===== src/rtl/dual_issue_pkg.sv =====
package dual_issue_pkg;

   localparam int KIND_W    = 2;
   localparam int NUM_KINDS = 3;

   typedef enum logic [KIND_W-1:0] {
      UK_NONE = 2'd0,
      UK_SP   = 2'd1,
      UK_SFU  = 2'd2,
      UK_MEM  = 2'd3
   } unit_kind_e;

endpackage


===== src/rtl/issue_rot_ptr.sv =====
module issue_rot_ptr #(
   parameter int NUM_SCHED = 4,
   localparam int PTR_W    = (NUM_SCHED > 1) ? $clog2(NUM_SCHED) : 1
) (
   input  logic             clk,
   input  logic             rst,
   output logic [PTR_W-1:0] ptr
);

   localparam logic [PTR_W-1:0] LAST = PTR_W'(NUM_SCHED - 1);

   always_ff @(posedge clk) begin
      if (rst)              ptr <= '0;
      else if (ptr == LAST) ptr <= '0;
      else                  ptr <= ptr + 1'b1;
   end

   a_r1_ptr_reset: assert property (@(posedge clk) rst |=> ptr == '0);

   a_r2_ptr_step: assert property (@(posedge clk) disable iff (rst)
      1'b1 |=> ptr == (($past(ptr) == LAST) ? '0 : $past(ptr) + 1'b1));

   a_r2_ptr_range: assert property (@(posedge clk) disable iff (rst)
      int'(ptr) < NUM_SCHED);

endmodule


===== src/rtl/issue_slot.sv =====
module issue_slot
   import dual_issue_pkg::*;
#(
   parameter int FREE_W = 2,
   localparam int FV_W  = NUM_KINDS * FREE_W
) (
   input  logic            en_two,
   input  logic            diff_only,
   input  logic            warp_waiting,
   input  logic            buf_empty,
   input  logic            buf_two,
   input  unit_kind_e      kind_a,
   input  unit_kind_e      kind_b,
   input  logic [FV_W-1:0] free_in,
   output logic [FV_W-1:0] free_out,
   output logic            go_a,
   output logic            go_b
);

   function automatic logic has_room(input logic [FV_W-1:0] v, input unit_kind_e k);
      if (k == UK_NONE) return 1'b0;
      return v[(int'(k) - 1) * FREE_W +: FREE_W] != '0;
   endfunction

   function automatic logic [FV_W-1:0] take_one(input logic [FV_W-1:0] v,
                                                input unit_kind_e k);
      logic [FV_W-1:0] r;
      r = v;
      if (k != UK_NONE)
         r[(int'(k) - 1) * FREE_W +: FREE_W] = v[(int'(k) - 1) * FREE_W +: FREE_W] - 1'b1;
      return r;
   endfunction

   logic [FV_W-1:0] after_a;
   logic            clash;

   always_comb begin
      go_a    = !warp_waiting && !buf_empty && has_room(free_in, kind_a);
      after_a = go_a ? take_one(free_in, kind_a) : free_in;
      clash   = diff_only && (kind_b == kind_a);
      go_b    = go_a && en_two && buf_two && !clash && has_room(after_a, kind_b);
      free_out = go_b ? take_one(after_a, kind_b) : after_a;
   end

endmodule


===== src/rtl/dual_tally.sv =====
module dual_tally #(
   parameter int CNT_W = 16
) (
   input  logic             clk,
   input  logic             rst,
   input  logic             hit,
   output logic [CNT_W-1:0] count
);

   always_ff @(posedge clk) begin
      if (rst)      count <= '0;
      else if (hit) count <= count + 1'b1;
   end

   a_r1_cnt_reset: assert property (@(posedge clk) rst |=> count == '0);

   a_r8_cnt_step: assert property (@(posedge clk) disable iff (rst)
      1'b1 |=> count == $past(count) + CNT_W'($past(hit)));

endmodule


===== src/rtl/dual_issue_stage.sv =====
module dual_issue_stage
   import dual_issue_pkg::*;
#(
   parameter int NUM_SCHED = 4,
   parameter int FREE_W    = 2,
   parameter int CNT_W     = 16,
   localparam int PTR_W    = (NUM_SCHED > 1) ? $clog2(NUM_SCHED) : 1,
   localparam int FV_W     = NUM_KINDS * FREE_W,
   localparam int SEL_W    = KIND_W * NUM_SCHED
) (
   input  logic                 clk,
   input  logic                 rst,
   input  logic                 cfg_dual_en,
   input  logic                 cfg_diff_unit,
   input  logic [NUM_SCHED-1:0] warp_wait,
   input  logic [NUM_SCHED-1:0] ibuf_empty,
   input  logic [NUM_SCHED-1:0] ibuf_has_two,
   input  logic [SEL_W-1:0]     head_unit,
   input  logic [SEL_W-1:0]     next_unit,
   input  logic [FV_W-1:0]      unit_free,
   output logic [NUM_SCHED-1:0] issue_first,
   output logic [NUM_SCHED-1:0] issue_second,
   output logic [SEL_W-1:0]     first_unit,
   output logic [SEL_W-1:0]     second_unit,
   output logic [CNT_W-1:0]     dual_cycles
);

   if (NUM_SCHED < 2) begin : g_bad_sched
      $error("dual_issue_stage: NUM_SCHED must be at least 2");
   end
   if (FREE_W < 1) begin : g_bad_free
      $error("dual_issue_stage: FREE_W must be at least 1");
   end
   if (CNT_W < 2) begin : g_bad_cnt
      $error("dual_issue_stage: CNT_W must be at least 2");
   end

   logic [PTR_W-1:0] prio;
   logic [PTR_W-1:0] at_pos   [NUM_SCHED];
   logic [FV_W-1:0]  chain    [NUM_SCHED+1];
   logic             pos_go_a [NUM_SCHED];
   logic             pos_go_b [NUM_SCHED];
   unit_kind_e       pos_ka   [NUM_SCHED];
   unit_kind_e       pos_kb   [NUM_SCHED];

   issue_rot_ptr #(.NUM_SCHED(NUM_SCHED)) u_ptr (
      .clk (clk),
      .rst (rst),
      .ptr (prio)
   );

   always_comb begin
      for (int i = 0; i < NUM_SCHED; i++) begin
         int t;
         t = int'(prio) + i;
         if (t >= NUM_SCHED) t = t - NUM_SCHED;
         at_pos[i] = PTR_W'(t);
      end
   end

   assign chain[0] = unit_free;

   for (genvar i = 0; i < NUM_SCHED; i++) begin : g_pos
      logic       p_wait, p_empty, p_two;
      unit_kind_e p_ka, p_kb;

      always_comb begin
         p_wait  = warp_wait[at_pos[i]];
         p_empty = ibuf_empty[at_pos[i]];
         p_two   = ibuf_has_two[at_pos[i]];
         p_ka    = unit_kind_e'(head_unit[int'(at_pos[i]) * KIND_W +: KIND_W]);
         p_kb    = unit_kind_e'(next_unit[int'(at_pos[i]) * KIND_W +: KIND_W]);
      end

      issue_slot #(.FREE_W(FREE_W)) u_slot (
         .en_two       (cfg_dual_en),
         .diff_only    (cfg_diff_unit),
         .warp_waiting (p_wait),
         .buf_empty    (p_empty),
         .buf_two      (p_two),
         .kind_a       (p_ka),
         .kind_b       (p_kb),
         .free_in      (chain[i]),
         .free_out     (chain[i+1]),
         .go_a         (pos_go_a[i]),
         .go_b         (pos_go_b[i])
      );

      assign pos_ka[i] = p_ka;
      assign pos_kb[i] = p_kb;
   end

   always_comb begin
      issue_first  = '0;
      issue_second = '0;
      first_unit   = '0;
      second_unit  = '0;
      for (int s = 0; s < NUM_SCHED; s++) begin
         for (int i = 0; i < NUM_SCHED; i++) begin
            if (int'(at_pos[i]) == s) begin
               issue_first[s]  = pos_go_a[i];
               issue_second[s] = pos_go_b[i];
               first_unit[s*KIND_W +: KIND_W]  = pos_go_a[i] ? pos_ka[i] : UK_NONE;
               second_unit[s*KIND_W +: KIND_W] = pos_go_b[i] ? pos_kb[i] : UK_NONE;
            end
         end
      end
   end

   dual_tally #(.CNT_W(CNT_W)) u_tally (
      .clk   (clk),
      .rst   (rst),
      .hit   (|issue_second),
      .count (dual_cycles)
   );

   // Checks on the assembled outputs
   logic [PTR_W+1:0] claim_cnt [NUM_KINDS];

   always_comb begin
      for (int k = 0; k < NUM_KINDS; k++) begin
         claim_cnt[k] = '0;
         for (int s = 0; s < NUM_SCHED; s++) begin
            if (issue_first[s] && int'(first_unit[s*KIND_W +: KIND_W]) == k + 1)
               claim_cnt[k] = claim_cnt[k] + 1'b1;
            if (issue_second[s] && int'(second_unit[s*KIND_W +: KIND_W]) == k + 1)
               claim_cnt[k] = claim_cnt[k] + 1'b1;
         end
      end
   end

   for (genvar k = 0; k < NUM_KINDS; k++) begin : g_unit_chk
      a_r7_slot_limit: assert property (@(posedge clk) disable iff (rst)
         int'(claim_cnt[k]) <= int'(unit_free[k*FREE_W +: FREE_W]));
   end

   for (genvar s = 0; s < NUM_SCHED; s++) begin : g_sched_chk
      a_r5_no_orphan_second: assert property (@(posedge clk) disable iff (rst)
         issue_second[s] |-> issue_first[s]);
      a_r3_first_needs_ready: assert property (@(posedge clk) disable iff (rst)
         issue_first[s] |-> (!warp_wait[s] && !ibuf_empty[s]));
      a_r4_second_needs_cfg: assert property (@(posedge clk) disable iff (rst)
         issue_second[s] |-> (cfg_dual_en && ibuf_has_two[s]));
      a_r6_distinct_units: assert property (@(posedge clk) disable iff (rst)
         (issue_second[s] && cfg_diff_unit) |->
            second_unit[s*KIND_W +: KIND_W] != first_unit[s*KIND_W +: KIND_W]);
      a_r9_idle_select: assert property (@(posedge clk) disable iff (rst)
         !issue_first[s] |-> first_unit[s*KIND_W +: KIND_W] == UK_NONE);
   end

endmodule


===== config.mk =====
export PLATFORM = sky130hd
export DESIGN_NAME = dual_issue_stage
export DESIGN_NICKNAME = d
export VERILOG_FILES = /design/src/rtl/dual_issue_pkg.sv /design/src/rtl/issue_rot_ptr.sv /design/src/rtl/issue_slot.sv /design/src/rtl/dual_tally.sv /design/src/rtl/dual_issue_stage.sv
export SDC_FILE = /design/constraint.sdc
export NUM_CORES = 1
export LEC_CHECK = 0
export BUFFER_PORTS_ARGS = -buffer_cell sky130_fd_sc_hd__buf_2
export CAP_MARGIN = 20
export CORE_MARGIN = 4
export CORE_UTILIZATION = 64
export CTS_CLUSTER_SIZE = 28
export DETAILED_ROUTE_END_ITERATION = 16
export PLACE_DENSITY_LB_ADDON = 0.3
export SLEW_MARGIN = 0
export SYNTH_ARGS = -nofsm -noshare
export SYNTH_HDL_FRONTEND = slang
export SYNTH_SLANG_ARGS = --single-unit

===== constraint.sdc =====
create_clock -name clk -period 25.3 [get_ports clk]
set_clock_uncertainty 0.1 [all_clocks]
set_input_delay 0 -clock clk [delete_from_list [all_inputs] [get_ports clk]]
set_output_delay 0 -clock clk [all_outputs]
set_load 0.02 [all_outputs]

==> Word-level counts from Yosys, hierarchy flattened <==
Cells that the tools add are included.
{ "totals": {"regBits": 18, "latchBits": 0, "mem_bits_rw": 0, "mem_bits_ro": 0, "input_bits": 38, "output_inout_bits": 40, "elab_cells": 302, "memories": 0} }
{ "classes": {"n_addsub": 31, "n_mul": 0, "div_mod_pow": 0, "magnitude_cmp": 8, "n_eq_ne": 17, "shifts": 30, "mux": 145, "bitwise_logic": 0, "reduce_logical": 69} }
{ "op_table": {"columns": ["op", "count"], "rows": [
  ["variable part select 6 x 32 -> 2 bit", 8],
  ["negator 32 -> 33 bit", 7],
  ["variable shift 2 x 33 -> 6 bit (first input constant)", 7],
  ["variable part select 2 x 33 -> 6 bit", 7],
  ["2-to-1 mux 2 bit", 44],
  ["2-to-1 mux 6 bit", 14],
  ["2-to-1 mux 1 bit", 68],
  ["variable part select 8 x 4 -> 2 bit", 8],
  ["bitwise mux 6 bit", 7],
  ["nonzero test 2 bit", 15],
  ["logical AND 1 bit", 28],
  ["binary-select mux 1 bit (select 2 bit)", 12],
  ["zero test 2 bit", 12],
  ["subtractor 2 x 1 -> 3 bit (second input constant)", 8],
  ["subtractor 2 x 1 -> 2 bit (second input constant)", 11],
  ["equality test 2 bit (second input constant)", 9],
  ["adder 16 x 1 -> 16 bit (second input constant)", 1],
  ["zero test 1 bit", 12],
  ["less-than comparator 2 x 3 -> 1 bit (second input constant)", 4],
  [">= comparator 3 bit (second input constant)", 3],
  ["equality test 2 x 1 -> 1 bit (second input constant)", 4],
  ["equality test 2 bit", 4],
  ["adder 2 x 2 -> 3 bit (second input constant)", 2],
  ["OR reduction 4 bit", 1],
  ["other kinds (4)", 4]
]} }

==> Logic depth before layout (Yosys ltp) <==
{ "logic_depth": {"ltp_word": 52, "ltp_mapped": 88, "ltp_nobuf": 78} }

==> Cells and area by module <==
Synthesis repeated with hierarchy kept, for this count alone.
{ "hier_totals": {"cells_unflattened": 664, "hier_area_um2": 5489.0} }
{ "modules_own_cells": {"columns": ["module", "n_inst", "cells_per_inst", "area_per_inst_um2", "seq_area_each_um2"], "rows": [
  ["issue_slot", 4, 91, 698.2, 0.0],
  ["dual_issue_stage", 1, 212, 1864.3, 0.0],
  ["dual_tally", 1, 83, 757.0, 320.3],
  ["issue_rot_ptr", 1, 5, 75.1, 40.0]
]} }

==> Worst setup path before layout <==
Ideal clock, no wire load.
{ "synth_path": {"path_type": "reg2reg", "from": "register u_ptr.ptr[1]", "to": "register u_tally.count[7]", "setup_ps": 71, "t_arrival_ps": 14305, "required_time_ps": 25129, "path_slack_ps": 10825, "path_stages_with_launch": 80, "path_buffers": 9, "period_less_slack_ps": 14475, "cell_sequence": "dfxtp_1 -> buf_6 -> mux4_2 -> inv_1 -> ha_1 -> mux2i_1 -> o21ai_0 -> nand2b_1 -> ha_1 -> nor2_1 -> o221ai_4 -> nor2_4 -> nand2_1 -> o41ai_1 -> o21ai_0 -> o22ai_1 -> nand2b_1 -> ha_1 -> [... 44 more ...] -> nand2_1 -> nor3_1 -> nand4_1 -> a31oi_1 -> o21ai_0 -> ha_1 -> nor3b_1 -> clkbuf_1 -> nand2_1 -> mux2_2 -> mux2i_1 -> a32o_1 -> a21oi_1 -> and2_1 -> buf_6 -> buf_6 -> or4_1 -> a21oi_1"} }
{ "synth_between": {"elab_chain_cells": 52, "elab_cells_between_ends": 228, "cone_classes": "add/sub: 29; order compare: 4; eq/ne: 16; shift: 30; mux: 81; reduce/logical: 68"} }
{ "synth_lines": {"columns": ["element", "line", "source"], "rows": [
  ["from (decl)", "issue_rot_ptr.sv:7", "output logic [PTR_W-1:0] ptr"],
  ["from (signal assigned)", "issue_rot_ptr.sv:15", "else ptr <= ptr + 1'b1;"],
  ["parallel branches: the longest is 51 deep, another holds negator 32 -> 33 bit", null, null],
  ["OR reduction 4 bit *", "dual_issue_stage.sv:113", ".hit (|issue_second),"],
  ["to (signal assigned)", "dual_tally.sv:12", "else if (hit) count <= count + 1'b1;"],
  ["to (decl)", "dual_tally.sv:7", "output logic [CNT_W-1:0] count"]
]} }
Mark *: on every way between the ends. The select of a mux whose other input is x is not followed.
A chain may end at the register's enable or synchronous reset.

==> Worst setup path after layout <==
{ "layout_path": {"from": "register u_ptr.ptr[1]", "to": "register u_tally.count[14]"} }
Same word-level chain as after synthesis.

==> results.py <==
metrics = {
    "route": {
        "drt-total-wl_microns": 15900,
        "drtIter0Drc": 641,
        "firstDrtPassIters": 10,
        "drcViolationCount": 0,
        "vias": 5714,
        "vias_per_cell": 7.10,
        "antenna_left": 0,
        "wire_per_inst_microns": 19.7,
    },
    "global_route": {
        "track_usage_pct": 34.4,
        "grt-ovfl-total": 0,
        "grt_pass1_wl_microns": 25600,
        "grt_max_degree": 37,
        "first_global_vias": 5247,
        "antenna_found_initial": 1,
    },
    "setup_path": {
        "r2r_cells": 74,
        "setup.worst_path.end_class": "register",
        "critPathSlowestCell": "dfxtp_1",
        "cpPeakStageDelay_ns": 0.79,
        "crit_type": "reg -> reg",
        "path_max_fanout": 26,
        "required_ns": 25.38,
        "worstPathArrival_ns": 17.78,
        "start_kind": "register",
    },
    "floorplan": {
        "fp.dieW_microns": 95.7,
        "dieArea_sq_um": 9160,
        "ios": 78,
        "placementRows": 31,
        "start_util_pct": 66.8,
        "coreArea_sq_um": 7370,
        "fp.dieH_microns": 95.7,
    },
    "cts": {
        "postCtsHoldBufs": 0,
        "root_buffer": "clkbuf_8",
        "cts_buffer_depth": 2,
        "post_cts_buffers": 0,
        "cts-resized-gates": 0,
        "cts_sinks": 18,
        "clkTransAtPathRegs_ns": 0.07,
        "cts_made_buffers": 3,
        "clkLatencyLatePin_ns": 0.25,
        "cts_tree": "built",
        "cts_max_level": 1,
    },
    "timing": {
        "rsz0062_at_grt": "false",
        "hold_viol": 0,
        "period_share_pct": 69.9,
        "fin_tns_setup_ns": 0,
        "relSlewSlack_pct": 34.8,
        "max_freq_mhz": 56.5,
        "min_period_ns": 17.69,
        "setup_viol": 0,
        "worst_pin_slew_ns": 0.974,
        "slew_viol_final": 0,
    },
    "layout": {
        "drive_gt1_share_pct": 21.0,
        "final_cells": 805,
        "antenna_cells": 0,
        "area_growth_pct": 8.64,
        "final_nets": 788,
    },
    "logic_synthesis": {
        "synth_top_cell_area_share_pct": 10.9,
        "synth_fp_nets": 739,
        "synth.avg_cell_area_sq_um": 7.48,
        "yosys_warnings": 0,
        "ys_async_sr_fraction_pct": 0,
        "ys_seq_elements": 18,
        "synthCells": 658,
        "synth_edf_count": 0,
        "yosysMostFrequentCell": "nand2_1",
        "synth_flop_cell": "dfxtp_1",
        "synthTopCellsByCount": "nand2_1 (67), nor2_1 (51), a21oi_1 (49)",
        "ys_top_cells_by_area": "ha_1 (11%), mux4_2 (7.8%), dfxtp_1 (7.3%)",
        "yosysSeqAreaShare_pct": 7.32,
        "ys_types": 86,
        "netlist_area_sq_um": 4920,
        "synth_area_leader_cell": "ha_1",
    },
    "place": {
        "port-buffer-count": 77,
        "dp.cells": 798,
        "hpwl_microns": 12300,
        "gp_congestion": 1.04,
    },
    "hold_path": {
        "worstHoldPathCells": 2,
        "hold_class": "in -> reg",
    },
    "job": {
        "cap_violations": 0,
    },
    "pwr": {
        "power.density_nw_per_um2": 54.0,
        "p_leak_nw": 2.22,
        "irDropWorstVdd_mv": 0.0553,
    },
    "status": {
        "outcome": "finished clean",
    },
}
## where the power goes
group          internal, mW  switching [mW]  total, mW
sequential           0.0293         0.00214     0.0315
combinational        0.0875           0.146      0.234
clock                0.0138         0.00977     0.0236
total                 0.131           0.158      0.289
## cell families after synthesis
logic type	Yosys count	synth area share, %
AOI/OAI and AO/OA	201	28.5
xor gates and xnor gates	18	3.20
adders and majority gates	43	10.9
buffers and inverters	65	6.10
DFF	18	7.32
muxes	52	15.1
and+or+nand+nor	261	28.9
## critical path, delay by kind of cell (launching register included)
kind,cells,cell delay [ns]
fa+ha+maj,8,1.69
mux,3,0.93
flops,1,0.79
compound gates,22,4.80
buf+inv,3,0.80
simple gates,38,8.49
## placed cells by master (no fill, tap or decap), types with 17 or more instances in the layout
cell,n
nand3_1,23
a22oi_1,17
inv_1,20
mux2i_1,26
mux4_2,17
buf_2,78
dfxtp_1,18
nand2_1,67
nor2_1,51
o21ai_0,32
ha_1,43
a21oi_1,49
## metrics by stage
stage / instance area, sq um / hold slack [ns] / total power, mW / setup WS [ns] / utilization, %
finish: 5350 / 0.0120 / 0.289 / 7.61 / 72.6
global route: 5350 / 0.0281 / 0.309 / 6.32 / 72.6
CTS: 5310 / 0.0132 / 0.280 / 7.16 / 72.1
detailed placement: 5260 / 0.275 / 0.255 / 7.31 / 71.3
global placement: 5260 / 0.272 / 0.250 / 8.21 / 71.3
floorplan: 4920 / 0.209 / 0.209 / 10.82 / -
## metal layers
layer	part of all wire, %	vias up	GRT usage [%]
met1	39	2612	45.0
met3	12	66	6.02
li1	-	2606	-
met4	3.5	2	11.7
met2	45	428	57.2
met5	0.082	-	0
## state kept, by name, summed over array words and instances, names as in the netlist
signal / cells
u_ptr.ptr: 2
u_tally.count: 16
## layout make-up
type	count	area, sq um
multi-input combinational	575	4260
fill	570	2020
timing repair buffer	84	453
sequential	18	360
tap	99	124
inverter	25	93.8
clock buffer	4	55.1
## worst paths after layout
| check | start | end | slack, ns |
|---|---|---|---|
| setup / recovery | u_ptr.ptr[1]$_SDFF_PP0_ | u_tally.count[14]$_SDFFE_PP0P_ | 7.61 |
| hold / removal | rst | u_tally.count[1]$_SDFFE_PP0P_ | 0.01 |
| setup reg to reg | u_ptr.ptr[1]$_SDFF_PP0_ | u_tally.count[14]$_SDFFE_PP0P_ | 7.61 |
| hold reg to reg | u_tally.count[9]$_SDFFE_PP0P_ | u_tally.count[9]$_SDFFE_PP0P_ | 0.41 |
No activity file was read; power rests on OpenSTA's default activity.
